==> src/rtl/comb_mode_pkg.sv <==
package comb_mode_pkg;

    typedef enum logic [1:0] {
        MODE_BYPASS = 2'd0,
        MODE_PEND   = 2'd1,
        MODE_COMB   = 2'd2
    } mode_state_t;

endpackage

==> src/rtl/cm_bit_sync.sv <==
module cm_bit_sync #(
    parameter int          WIDTH   = 3,
    parameter int          STAGES  = 2,
    parameter logic [WIDTH-1:0] RST_VAL = '0
) (
    input  logic             clk,
    input  logic             rst_n,
    input  logic [WIDTH-1:0] d,
    output logic [WIDTH-1:0] q
);
    logic [WIDTH-1:0] pipe [STAGES];

    always_ff @(posedge clk or negedge rst_n) begin
        if (!rst_n) begin
            pipe[0] <= RST_VAL;
        end else begin
            pipe[0] <= d;
        end
    end

    genvar g;
    generate
        for (g = 1; g < STAGES; g++) begin : g_stage
            always_ff @(posedge clk or negedge rst_n) begin
                if (!rst_n) begin
                    pipe[g] <= RST_VAL;
                end else begin
                    pipe[g] <= pipe[g-1];
                end
            end
        end
    endgenerate

    assign q = pipe[STAGES-1];
endmodule

==> src/rtl/cm_edge_detect.sv <==
module cm_edge_detect (
    input  logic clk,
    input  logic rst_n,
    input  logic level,
    output logic rise
);
    logic level_d;

    always_ff @(posedge clk or negedge rst_n) begin
        if (!rst_n) begin
            level_d <= 1'b0;
        end else begin
            level_d <= level;
        end
    end

    assign rise = level & ~level_d;
endmodule

==> src/rtl/cm_mode_fsm.sv <==
module cm_mode_fsm
    import comb_mode_pkg::*;
(
    input  logic clk,
    input  logic rst_n,
    input  logic byp_want,
    input  logic sel,
    input  logic v_rise,
    output logic stop_o,
    output logic clk_run_o,
    output logic comb_active_o
);
    mode_state_t state_q, state_d;

    // next-state selection
    always_comb begin
        state_d = state_q;
        unique case (state_q)
            MODE_BYPASS: begin
                if (!byp_want) begin
                    state_d = sel ? MODE_PEND : MODE_COMB;
                end
            end
            MODE_PEND: begin
                if (byp_want) begin
                    state_d = MODE_BYPASS;
                end else if (!sel || v_rise) begin
                    state_d = MODE_COMB;
                end
            end
            MODE_COMB: begin
                if (byp_want) begin
                    state_d = MODE_BYPASS;
                end
            end
            default: state_d = MODE_BYPASS;
        endcase
    end

    // state register
    always_ff @(posedge clk or negedge rst_n) begin
        if (!rst_n) begin
            state_q <= MODE_BYPASS;
        end else begin
            state_q <= state_d;
        end
    end

    // outputs
    always_comb begin
        stop_o        = 1'b1;
        clk_run_o     = 1'b0;
        comb_active_o = 1'b0;
        unique case (state_q)
            MODE_BYPASS: begin
                stop_o        = 1'b1;
                clk_run_o     = 1'b0;
                comb_active_o = 1'b0;
            end
            MODE_PEND: begin
                stop_o        = 1'b1;
                clk_run_o     = 1'b1;
                comb_active_o = 1'b0;
            end
            MODE_COMB: begin
                stop_o        = 1'b0;
                clk_run_o     = 1'b1;
                comb_active_o = 1'b1;
            end
            default: begin
                stop_o        = 1'b1;
                clk_run_o     = 1'b0;
                comb_active_o = 1'b0;
            end
        endcase
    end
endmodule

==> src/rtl/comb_mode_ctrl.sv <==
module comb_mode_ctrl #(
    parameter int SYNC_STAGES = 2
) (
    input  logic clk,
    input  logic rst_n,
    input  logic byp_req_i,
    input  logic sel_i,
    input  logic vpulse_i,
    output logic stop_o,
    output logic clk_run_o,
    output logic comb_active_o
);
    localparam int NPINS = 3;
    // bit 0: request, bit 1: select, bit 2: vertical pulse
    localparam logic [NPINS-1:0] PIN_RST = 3'b001;

    logic [NPINS-1:0] pins_s;
    logic             req_s;
    logic             sel_s;
    logic             vp_s;
    logic             v_rise;
    logic             byp_want_s;

    cm_bit_sync #(
        .WIDTH   (NPINS),
        .STAGES  (SYNC_STAGES),
        .RST_VAL (PIN_RST)
    ) u_sync (
        .clk   (clk),
        .rst_n (rst_n),
        .d     ({vpulse_i, sel_i, byp_req_i}),
        .q     (pins_s)
    );

    assign req_s      = pins_s[0];
    assign sel_s      = pins_s[1];
    assign vp_s       = pins_s[2];
    assign byp_want_s = sel_s ^ req_s;

    cm_edge_detect u_vedge (
        .clk   (clk),
        .rst_n (rst_n),
        .level (vp_s),
        .rise  (v_rise)
    );

    cm_mode_fsm u_fsm (
        .clk           (clk),
        .rst_n         (rst_n),
        .byp_want      (byp_want_s),
        .sel           (sel_s),
        .v_rise        (v_rise),
        .stop_o        (stop_o),
        .clk_run_o     (clk_run_o),
        .comb_active_o (comb_active_o)
    );
endmodule

==> config.mk <==
export PLATFORM = sky130hd
export DESIGN_NAME = comb_mode_ctrl
export DESIGN_NICKNAME = d
export VERILOG_FILES = /design/src/rtl/comb_mode_pkg.sv /design/src/rtl/cm_bit_sync.sv /design/src/rtl/cm_edge_detect.sv /design/src/rtl/cm_mode_fsm.sv /design/src/rtl/comb_mode_ctrl.sv
export SDC_FILE = /design/constraint.sdc
export NUM_CORES = 1
export LEC_CHECK = 0
export BUFFER_PORTS_ARGS = -buffer_cell sky130_fd_sc_hd__buf_2
export CORE_AREA = 5 5 42 44
export DETAILED_ROUTE_END_ITERATION = 8
export DIE_AREA = 0 0 47 49
export PLACE_DENSITY = 0.52
export SLEW_MARGIN = 25
export SYNTH_ARGS = -nofsm -noshare
export SYNTH_HDL_FRONTEND = slang
export SYNTH_SLANG_ARGS = --single-unit
==> constraint.sdc <==
create_clock -name clk -period 2.85 [get_ports clk]
set_clock_uncertainty 0.2 [all_clocks]
set_input_delay 0.57 -clock clk [delete_from_list [all_inputs] [get_ports clk]]
set_output_delay 0.57 -clock clk [all_outputs]
set_load 0.02 [all_outputs]
==> flow_summary.json <==
{
  "status": "completed",
  "clk_pin_slew_ns": 0.06,
  "cts_num_sinks": 9,
  "h-tree-depth": 1,
  "grt_pass1_vias": 287,
  "avgSynthCellArea_um2": 12.27,
  "seq_area_frac_synth_pct": 59.87,
  "regArea_um2": 227.7,
  "maxClockFrequency_ghz": 0.5004,
  "io_pins": 8,
  "power_density_mw_per_mm2": 845.7,
  "instances_no_fill": 59,
  "dieArea_mm2": 0.002303,
  "core_mm2": 0.001401,
  "drtPass1Iterations": 2,
  "hold_class": "reg2reg",
  "ys_types": 17,
  "min_to": "u_sync.q[1]",
  "min_period_ns": 1.998,
  "fin_util_pct": 33.66,
  "cts-resized-gates": 0,
  "multi_input_area_um2": 137.6,
  "grt.total_usage_pct": 6.686,
  "drv_cap": 0,
  "postCtsHoldBufs": 1,
  "hold_depth": 0,
  "die_w_um": 47,
  "slew_headroom_pct": 83.31,
  "slowest_stage": "dfrtp_1",
  "hpwl_um": 522.5,
  "detail_route.wirelength_um": 649,
  "crit_type": "reg2out",
  "p_leak_nw": 0.2254,
  "clockBufferDepth": 2,
  "drtAntennaViolNets": 0,
  "worst_ep_arrival_time_ns": 1.23,
  "area_growth_pct": 24.01,
  "cts_buffers": 3,
  "path_buf_inv": 3,
  "dp_worst_setup_slack_ns": 1.120,
  "post_cts_buffers": 0,
  "placed_cells_incl_taps": 54,
  "worst-r2r-cell-count": 5,
  "gp_congestion": 0.7597,
  "rrSetupSlack_ns": 1.27,
  "grt_pass1_wl_um": 1104,
  "final_cell_mix": "7 x buf_2, 7 x dfrtp_1, 4 x inv_1",
  "drtIter0Drc": 4,
  "syn-num-nets": 39,
  "n_antenna_cell": 0,
  "critPathMaxStageDelay_ns": 0.40,
  "nFillCells": 162,
  "insertion_delay_ns": 0.25,
  "portBuffers": 7,
  "crit_family": "flip-flops",
  "drc": 0,
  "final_max_slew_viol_count": 0,
  "ys_warn_count": 0,
  "rows": 14,
  "path_cells": "inv_1, ha_1, inv_1, buf_2",
  "antenna_found_initial": 0,
  "setup_violations": 0,
  "r2r_end": "u_fsm.state_q[0]",
  "ir_worst_vdd_mv": 0.2808,
  "syn_inst": 31,
  "worstSetupStartpointType": "flop",
  "drive_gt1_share_pct": 27.91,
  "min_period_over_period_pct": 70.12,
  "finalHoldViolCount": 0,
  "initial_core_util_pct": 27.14,
  "tightest_slew_ns": 0.2489,
  "critPathCaptureType": "output port",
  "fin_setup_tns_ns": 0,
  "vias": 269,
  "die_height_um": 49,
  "post_drt_wl_per_cell_um": 11.00,
  "gr-total-overflow": 0,
  "grt_max_degree": 10,
  "worst_r2r_startpoint": "u_fsm.state_q[0]",
  "cts_tree": "done",
  "via_per_inst": 4.559,
  "clock-root-buffer": "clkbuf_4",
  "worst-path-max-fanout": 5,
  "hp-start": "u_sync.pipe[4]",
  "fin_ws_ns": 0.8517,
  "mappedNetlistArea_um2": 380.4,
  "final_nets": 52,
  "rsz0062_at_grt": "no",
  "ys_seq_elements": 9,
  "crit_required_ns": 2.08,
  "crit_top_cell": "inv_1"
}
-- power breakdown --
group / leakage [nW] / internal (mW) / switching, mW
Clock: 0.0150 / 0.0537 / 0.0403
Combinational: 0.105 / 0.0586 / 0.0881
Sequential: 0.105 / 0.145 / 0.0134
-- state kept, by name, summed over array words and instances, names as in the netlist --
register / cells
u_sync.pipe: 3
u_sync.q: 3
u_vedge.level_d: 1
u_fsm.state_q: 2
-- metrics by stage --
stage	power [mW]	area, um^2	hold WS, ns
2_1_floorplan	0.2660	380.4	0.07441
3_3_place_gp	0.2983	435.4	0.1328
3_5_place_dp	0.3061	435.4	0.1347
4_1_cts	0.4059	471.7	0.1480
5_1_grt	0.4294	471.7	0.1536
6_report	0.3989	471.7	0.1463
-- layer usage --
layer | part of all wire [%] | track usage [%]
met2 | 51 | 10.41
met5 | 0 | 0
met4 | 0 | 4.147
met1 | 40 | 7.483
met3 | 8.5 | 2.214
-- kinds of logic (layout without fill, tap and decap cells) --
logic type | Yosys count | after routing | share of synthesized area [%]
adders and majority gates | 3 | 3 | 9.869
and+or+nand+nor | 6 | 6 | 8.884
DFF | 9 | 9 | 59.87
AOI/OAI and AO/OA | 8 | 8 | 15.13
xor gates and xnor gates | 1 | 1 | 2.303
buffers and inverters | 4 | 16 | 3.946
-- synth_stat cells, drive strengths merged --
master / n / area [um^2]
nor2b: 1 / 6.260
o21bai: 1 / 7.510
a211o: 1 / 8.760
nor2: 2 / 7.510
ha: 3 / 37.54
dfstp: 2 / 52.55
o31ai: 1 / 7.510
and3: 1 / 6.260
dfrtp: 7 / 175.2
o21a: 1 / 7.510
and4b: 1 / 10.01
xnor2: 1 / 8.760
inv: 4 / 15.01
o21ai: 1 / 5.000
o22ai: 1 / 6.260
a211oi: 2 / 15.01
nand2: 1 / 3.750
-- layout make-up --
class	instances	share of cell area [%]
clock buffers	4	5.570
inverters	4	3.183
multi-input cells	18	29.18
flip-flops and latches	9	48.28
well taps	16	4.244
repair buffers	8	9.549
-- worst max path at each step --
stage	from	end	cells after the start
finish	u_fsm.state_q[0]	stop_o	4
global route	u_fsm.state_q[0]	stop_o	4
CTS	u_fsm.state_q[0]	stop_o	4
detailed placement	u_fsm.state_q[0]	stop_o	4
global placement	u_fsm.state_q[0]	stop_o	4
floorplan	u_fsm.state_q[0]	stop_o	3
No activity file was read; power rests on OpenSTA's default activity.
